===== config.mk =====
export PLATFORM = sky130hd
export DESIGN_NAME = ssc_profile_gen
export DESIGN_NICKNAME = d
export VERILOG_FILES = /design/src/rtl/ssc_pkg.sv /design/src/rtl/ssc_code_decode.sv /design/src/rtl/ssc_phase_ctrl.sv /design/src/rtl/ssc_mag_track.sv /design/src/rtl/ssc_profile_gen.sv
export SDC_FILE = /design/constraint.sdc
export NUM_CORES = 1
export LEC_CHECK = 0
export ABC_CLOCK_PERIOD_IN_PS = 11350
export BUFFER_PORTS_ARGS = -buffer_cell sky130_fd_sc_hd__buf_2
export CAP_MARGIN = 5
export CORE_MARGIN = 3
export CORE_UTILIZATION = 30
export DETAILED_ROUTE_END_ITERATION = 10
export HOLD_SLACK_MARGIN = 0.06
export SETUP_SLACK_MARGIN = 0.5
export SLEW_MARGIN = 30
export SYNTH_ARGS = -nofsm -noshare
export SYNTH_HDL_FRONTEND = slang
export SYNTH_SLANG_ARGS = --single-unit

===== constraint.sdc =====
create_clock -name clk_i -period 11.35 [get_ports clk_i]
set_clock_uncertainty 0.1 [all_clocks]
set_input_delay 0 -clock clk_i [delete_from_list [all_inputs] [get_ports clk_i]]
set_output_delay 0 -clock clk_i [all_outputs]
set_load 0.03 [all_outputs]

===== src/rtl/ssc_pkg.sv =====
package ssc_pkg;

   localparam int CODE_W = 4;

   typedef logic [CODE_W-1:0] ssc_code_t;

   // direction of the triangle magnitude between two consecutive phases
   typedef enum logic [1:0] {
      MAG_HOLD = 2'd0,
      MAG_UP   = 2'd1,
      MAG_DOWN = 2'd2
   } mag_dir_e;

   // zero-based slot of a nonzero code: bits [3:2] pick the period group,
   // bits [1:0] pick the depth step
   function automatic ssc_code_t code_slot(input ssc_code_t code);
      return code - ssc_code_t'(1);
   endfunction

endpackage


===== src/rtl/ssc_code_decode.sv =====
module ssc_code_decode
   import ssc_pkg::*;
#(
   parameter int DIV_W    = 12,
   parameter int DEV_W    = 8,
   parameter int DIV_A    = 2168,
   parameter int DIV_B    = 1300,
   parameter int DIV_C    = 868,
   parameter int DIV_D    = 650,
   parameter int DEV_STEP = 50
) (
   input  ssc_code_t        code_i,
   output logic [DIV_W-1:0] div_o,
   output logic [DEV_W-1:0] dev_o,
   output logic             on_o
);

   localparam int N_GRP = 4;
   localparam int DIV_TAB [N_GRP] = '{DIV_A, DIV_B, DIV_C, DIV_D};

   ssc_code_t        slot;
   logic [1:0]       grp;
   logic [1:0]       depth;
   logic [DIV_W-1:0] div_cand [N_GRP];

   assign on_o  = (code_i != '0);
   assign slot  = code_slot(code_i);
   assign grp   = slot[3:2];
   assign depth = slot[1:0];

   for (genvar g = 0; g < N_GRP; g++) begin : g_grp
      assign div_cand[g] = (on_o && (grp == 2'(g))) ? DIV_W'(DIV_TAB[g]) : '0;
   end

   always_comb begin
      div_o = '0;
      for (int g = 0; g < N_GRP; g++) begin
         div_o = div_o | div_cand[g];
      end
   end

   assign dev_o = on_o ? DEV_W'(DEV_STEP * (int'(depth) + 1)) : '0;

endmodule


===== src/rtl/ssc_phase_ctrl.sv =====
module ssc_phase_ctrl
   import ssc_pkg::*;
#(
   parameter int DIV_W = 12,
   parameter int DEV_W = 8
) (
   input  logic             clk_i,
   input  logic             rst_ni,
   input  ssc_code_t        sel_code_i,
   input  logic [DIV_W-1:0] sel_div_i,
   input  logic [DEV_W-1:0] sel_dev_i,
   output ssc_code_t        code_o,
   output logic [DEV_W-1:0] dev_o,
   output logic [DIV_W-1:0] nx_div_o,
   output logic [DEV_W-1:0] nx_dev_o,
   output logic             nx_off_o,
   output logic             nx_neg_o,
   output mag_dir_e         dir_o
);

   // signed triangle sample on a 4x phase grid, returned as {sign, magnitude}
   function automatic logic [DIV_W:0] tri_point(input logic [DIV_W-1:0] p,
                                                input logic [DIV_W-1:0] d);
      int p4;
      int dd;
      int v;
      p4 = 4 * int'(p);
      dd = int'(d);
      if (p4 <= dd)          v = p4;
      else if (p4 < 3 * dd)  v = 2 * dd - p4;
      else                   v = p4 - 4 * dd;
      return (v < 0) ? {1'b1, DIV_W'(-v)} : {1'b0, DIV_W'(v)};
   endfunction

   ssc_code_t        code_q, code_n;
   logic [DIV_W-1:0] div_q, div_n;
   logic [DEV_W-1:0] dev_q, dev_n;
   logic [DIV_W-1:0] p_q, p_n;
   logic [DIV_W-1:0] abs_q, abs_n;
   logic             neg_n;
   logic             at_zero;

   always_comb begin
      at_zero = (code_q == '0) || (abs_q == '0);
      code_n  = code_q;
      div_n   = div_q;
      dev_n   = dev_q;
      if (at_zero) begin
         code_n = sel_code_i;
         div_n  = sel_div_i;
         dev_n  = sel_dev_i;
         if (sel_code_i == '0)
            p_n = '0;
         else if ((code_q != '0) && (p_q != '0))
            p_n = (sel_div_i >> 1) + DIV_W'(1);
         else
            p_n = DIV_W'(1);
      end else begin
         p_n = (p_q == div_q - DIV_W'(1)) ? '0 : p_q + DIV_W'(1);
      end
      {neg_n, abs_n} = tri_point(p_n, div_n);
   end

   always_ff @(posedge clk_i or negedge rst_ni) begin
      if (!rst_ni) begin
         code_q <= '0;
         div_q  <= '0;
         dev_q  <= '0;
         p_q    <= '0;
         abs_q  <= '0;
      end else begin
         code_q <= code_n;
         div_q  <= div_n;
         dev_q  <= dev_n;
         p_q    <= p_n;
         abs_q  <= abs_n;
      end
   end

   always_comb begin
      if (abs_n > abs_q)      dir_o = MAG_UP;
      else if (abs_n < abs_q) dir_o = MAG_DOWN;
      else                    dir_o = MAG_HOLD;
   end

   assign code_o   = code_q;
   assign dev_o    = dev_q;
   assign nx_div_o = div_n;
   assign nx_dev_o = dev_n;
   assign nx_off_o = (code_n == '0);
   assign nx_neg_o = neg_n;

   // the phase stays inside the active modulation period
   assert_phase_in_period_R3: assert property (@(posedge clk_i) disable iff (!rst_ni)
      (code_q != '0) |-> (p_q < div_q));

endmodule


===== src/rtl/ssc_mag_track.sv =====
module ssc_mag_track
   import ssc_pkg::*;
#(
   parameter int DIV_W = 12,
   parameter int DEV_W = 8,
   parameter int OFS_W = 10
) (
   input  logic                    clk_i,
   input  logic                    rst_ni,
   input  mag_dir_e                dir_i,
   input  logic                    neg_i,
   input  logic                    off_i,
   input  logic [DIV_W-1:0]        div_i,
   input  logic [DEV_W-1:0]        dev_i,
   output logic signed [OFS_W-1:0] ofs_o
);

   localparam int RW = ((DIV_W > DEV_W + 2) ? DIV_W : DEV_W + 2) + 1;

   logic [RW-1:0]          rem_q;
   logic [RW-1:0]          step_w;
   logic [RW-1:0]          div_w;
   logic [RW-1:0]          sum_w;
   logic [DEV_W-1:0]       quo_q;
   logic                   neg_q;
   logic signed [OFS_W-1:0] mag_s;

   // each phase moves |a| by 4, so the scaled numerator moves by 4*depth
   assign step_w = RW'({dev_i, 2'b00});
   assign div_w  = RW'(div_i);
   assign sum_w  = rem_q + step_w;

   always_ff @(posedge clk_i or negedge rst_ni) begin
      if (!rst_ni) begin
         rem_q <= '0;
         quo_q <= '0;
         neg_q <= 1'b0;
      end else if (off_i) begin
         rem_q <= '0;
         quo_q <= '0;
         neg_q <= 1'b0;
      end else begin
         neg_q <= neg_i;
         unique case (dir_i)
            MAG_UP: begin
               if (sum_w >= div_w) begin
                  quo_q <= quo_q + DEV_W'(1);
                  rem_q <= sum_w - div_w;
               end else begin
                  rem_q <= sum_w;
               end
            end
            MAG_DOWN: begin
               if (rem_q >= step_w) begin
                  rem_q <= rem_q - step_w;
               end else begin
                  rem_q <= rem_q + div_w - step_w;
                  quo_q <= quo_q - DEV_W'(1);
               end
            end
            default: ;
         endcase
      end
   end

   assign mag_s = OFS_W'(quo_q);
   assign ofs_o = neg_q ? -mag_s : mag_s;

   // the profile never jumps: one unit per cycle at most
   assert_unit_step_R6: assert property (@(posedge clk_i) disable iff (!rst_ni)
      ((int'(ofs_o) - int'($past(ofs_o)) <= 1) &&
       (int'(ofs_o) - int'($past(ofs_o)) >= -1)));

endmodule


===== src/rtl/ssc_profile_gen.sv =====
module ssc_profile_gen
   import ssc_pkg::*;
#(
   parameter int DIV_W    = 12,
   parameter int DEV_W    = 8,
   parameter int OFS_W    = 10,
   parameter int DIV_A    = 2168,
   parameter int DIV_B    = 1300,
   parameter int DIV_C    = 868,
   parameter int DIV_D    = 650,
   parameter int DEV_STEP = 50
) (
   input  logic                    clk_i,
   input  logic                    rst_ni,
   input  logic [3:0]              ssc_sel_i,
   output logic signed [OFS_W-1:0] ofs_o,
   output logic                    spread_en_o
);

   localparam int DIV_MAX = (DIV_A > DIV_B) ? DIV_A : DIV_B;
   localparam int DEV_MAX = 4 * DEV_STEP;

   // elaboration-time parameter checks
   if (DIV_MAX >= (1 << DIV_W) || DIV_C >= (1 << DIV_W) || DIV_D >= (1 << DIV_W))
   begin : g_chk_div_w
      $error("ssc_profile_gen: a period does not fit DIV_W");
   end
   if ((DIV_A % 2) || (DIV_B % 2) || (DIV_C % 2) || (DIV_D % 2)) begin : g_chk_even
      $error("ssc_profile_gen: periods must be even");
   end
   if ((4 * DEV_MAX >= DIV_A) || (4 * DEV_MAX >= DIV_B) || (4 * DEV_MAX >= DIV_C) ||
       (12 * DEV_STEP >= DIV_D)) begin : g_chk_slope
      $error("ssc_profile_gen: depth too steep for one unit per cycle");
   end
   if ((DEV_MAX >= (1 << DEV_W)) || (OFS_W <= DEV_W)) begin : g_chk_dev_w
      $error("ssc_profile_gen: depth or offset width too small");
   end

   ssc_code_t        sel_code;
   logic [DIV_W-1:0] sel_div;
   logic [DEV_W-1:0] sel_dev;
   logic             sel_on;
   ssc_code_t        code_act;
   logic [DEV_W-1:0] dev_act;
   logic [DIV_W-1:0] nx_div;
   logic [DEV_W-1:0] nx_dev;
   logic             nx_off;
   logic             nx_neg;
   mag_dir_e         dir;

   assign sel_code = ssc_sel_i;

   ssc_code_decode #(
      .DIV_W(DIV_W), .DEV_W(DEV_W),
      .DIV_A(DIV_A), .DIV_B(DIV_B), .DIV_C(DIV_C), .DIV_D(DIV_D),
      .DEV_STEP(DEV_STEP)
   ) u_decode (
      .code_i (sel_code),
      .div_o  (sel_div),
      .dev_o  (sel_dev),
      .on_o   (sel_on)
   );

   ssc_phase_ctrl #(.DIV_W(DIV_W), .DEV_W(DEV_W)) u_phase (
      .clk_i      (clk_i),
      .rst_ni     (rst_ni),
      .sel_code_i (sel_code),
      .sel_div_i  (sel_div),
      .sel_dev_i  (sel_dev),
      .code_o     (code_act),
      .dev_o      (dev_act),
      .nx_div_o   (nx_div),
      .nx_dev_o   (nx_dev),
      .nx_off_o   (nx_off),
      .nx_neg_o   (nx_neg),
      .dir_o      (dir)
   );

   ssc_mag_track #(.DIV_W(DIV_W), .DEV_W(DEV_W), .OFS_W(OFS_W)) u_mag (
      .clk_i  (clk_i),
      .rst_ni (rst_ni),
      .dir_i  (dir),
      .neg_i  (nx_neg),
      .off_i  (nx_off),
      .div_i  (nx_div),
      .dev_i  (nx_dev),
      .ofs_o  (ofs_o)
   );

   assign spread_en_o = (code_act != '0);

   // a new setting is adopted only right after a zero-valued cycle
   assert_switch_at_zero_R7: assert property (@(posedge clk_i) disable iff (!rst_ni)
      !$stable(code_act) |-> ($past(ofs_o) == '0));

   // magnitude bounded by the active depth
   assert_within_depth_R8: assert property (@(posedge clk_i) disable iff (!rst_ni)
      (int'(ofs_o) <= int'(dev_act)) && (int'(ofs_o) >= -int'(dev_act)));

   // flag low means a flat zero output
   assert_off_is_zero_R9: assert property (@(posedge clk_i) disable iff (!rst_ni)
      !spread_en_o |-> (ofs_o == '0));

   // the decoder's "on" agrees with a nonzero select
   always_comb begin
      assert_decode_on_R9: assert (sel_on == (sel_code != '0));
   end

endmodule


==> out/qor.csv <==
metric,value,unit
CTS tree,built,
"Slowest-stage cell, CP",o21ai_0,
Final setup viols,0,
Max Cap Viol,0,
CTS Buf Count,9,
CP max FO,14,
Horiz. Die Dim,179,um
Detailed Place HPWL,21.1,mm
Yosys Warn Count,0,
row count,62,
Worst setup SP type,input pin,
routed via count,8161,
Initial Utilization,30.8,%
f_max,0.0982,GHz
vias in the first global route,7664,
ant diodes,0,
vias per cell,5.39,
post-place setup slack,0.908,ns
clk root buf,clkbuf_16,
TNS Setup,0,ns
critical path capture point type,flop,
worst path required time,11.47,ns
total grt overflow,0,
synth-to-layout area growth,11.0,%
final cell count without fillers,1514,
largest net degree at the start of global routing,70,
Post-Syn Area,8950,sq um
synthesized flop and latch total,69,
port bufs,16,
RePlAce Congestion,0.939,
Relative slew margins,46.0,%
Final Cycle Share,89.7,%
number of antenna violations at the first check in global routing,0,
total clock sinks,69,
worst min path class,in2async,
dpl cells,1493,
Cell variety after synth,83,
outcome,"complete, no violations",
RSZ-0062 raised after global routing,false,
Routed Antenna Nets,0,
I/O Pins,17,
share of cells above drive strength 1,7.96,%
DRC viols,0,
Mapped Cells,1107,
Die Area,32000,sq um
Slew Limit Fails,0,
Core ar.,29100,sq um
Least-Margin Pin Slew,0.805,ns
Nets,1266,
crit path time final,10.19,ns
Longest Clk Path Bufs,2,
number of DRC markers in iteration 0,687,
worst skew pair latency,0.34,ns
"Avg Cell Area, Syn",8.09,sq um
number of synthesized flops with an enable pin,0,
first-pass GRT wire length,41.7,mm
sequential fraction of the synthesis area,19.3,%
worst endpoint data arrival time,10.30,ns
drt total wl,26.4,mm
"commonest non-fill, non-tap cell in the layout",ha_1,
"Reg clk slew, reported paths",0.07,ns
most frequent cells in the layout,"ha_1, inv_1, nand2_1",
syn nets,1248,
"Primary FF master, synth",dfrtp_1,
Crit Path Class,in2reg,
first-pass iteration count of the detailed router,5,
CTS H-tree depth,3,
Die Y-Extent,179,um
GRT Total Usage,16.6,%
Util after Layout,34.2,%
Hold Fails Final Rpt,0,
CP max stage delay,0.64,ns
async set-reset flop share out of synthesis,100,%
Wirelength per Cell,17.4,um
setup ws final,1.16,ns
most frequent CP cell,a21o_1,
## sequential cells by signal, summed over array words and instances, names as in the netlist
name and flops:
u_phase.p_q 12, u_mag.quo_q 8, u_phase.abs_q 11, u_phase.code_o 4
u_phase.dev_o 8, u_mag.neg_q 1, u_phase.div_q 12, u_mag.rem_q 13
## kinds of logic after synthesis
family,count (synthesis),synth area share (%)
flops,69,19.3
compound gates,318,23.9
fa+ha+maj,137,20.2
buf+inv,142,6.26
simple gates,315,17.7
mux,23,2.60
xor+xnor,103,10.1
## critical path, delay by kind of cell
kind                       cells  cell delay [ns]
AOI/OAI and AO/OA             24             5.15
and+or+nand+nor               10             1.86
buffers and inverters          6             1.48
adders and majority gates      5             1.47
xor gates and xnor gates       2             0.31
## area by class of cell
class | count | area, sq um
Clock buffer | 9 | 225
Clock inverter | 7 | 105
Fill cell | 2985 | 19200
Inverter | 110 | 417
Multi-Input combinational cell | 896 | 6710
Sequential cell | 69 | 1730
Tap cell | 384 | 480
Timing Repair Buffer | 39 | 272
## layer usage
layer  up-vias  part of all wire, %  track usage, %
li1       4006                    -               -
met1      3883                   46            22.9
met2       241                   46            27.0
met3        31                  6.0            2.67
met4         0                  1.6            3.96
met5         -                    0               0
## what timing repair did
action                                  CTS  global route
hold buffers                              5             0
endpoints found under the setup margin    0             2
buffers inserted                          0             0
resized for setup                         0             5
endpoints found under the hold margin    73             0
## cells in the mapped netlist, drive strengths merged (14+ instances only)
cell	n	share of area [%]
ha	122	17
inv	109	4.6
nand2	82	3.4
nor2	77	3.2
o21ai	72	4.3
xnor2	71	6.9
a21oi	69	3.9
dfrtp	69	19
xor2	32	3.1
nor3	30	1.7
a21o	28	2.3
mux2i	21	2.3
nand3	20	1.1
o211ai	20	1.7
nand2b	19	1.3
a31oi	18	1.3
clkbuf	18	0.75
buf	14	0.89
o21a	14	1.2
## final timing paths
check                                    end              start  cells after the start  slack, ns
min reg2reg                u_phase.code_o[1]  u_phase.code_o[1]                      2       0.44
max                           u_mag.quo_q[7]       ssc_sel_i[0]                     47       1.16
max in group asynchronous     u_phase.p_q[3]             rst_ni                      2      10.45
min in group clk_i         u_phase.code_o[1]  u_phase.code_o[1]                      2       0.44
max reg2reg                   u_mag.quo_q[7]   u_phase.div_q[2]                     39       1.18
min                          u_phase.p_q[10]             rst_ni                      2       0.11
## stage by stage
step | cell area (sq um) | hold WS, ns
after CTS | 9900 | 0.186
after global routing | 9940 | 0.215
after detailed placement | 9520 | -0.0258
after global placement | 9510 | 0.128
after floorplan | 8950 | -0.396
final | 9940 | 0.114
Power is left out: the tool's default activity adds up to more than one toggle a clock period on the data nets, which glitch-free logic cannot reach.
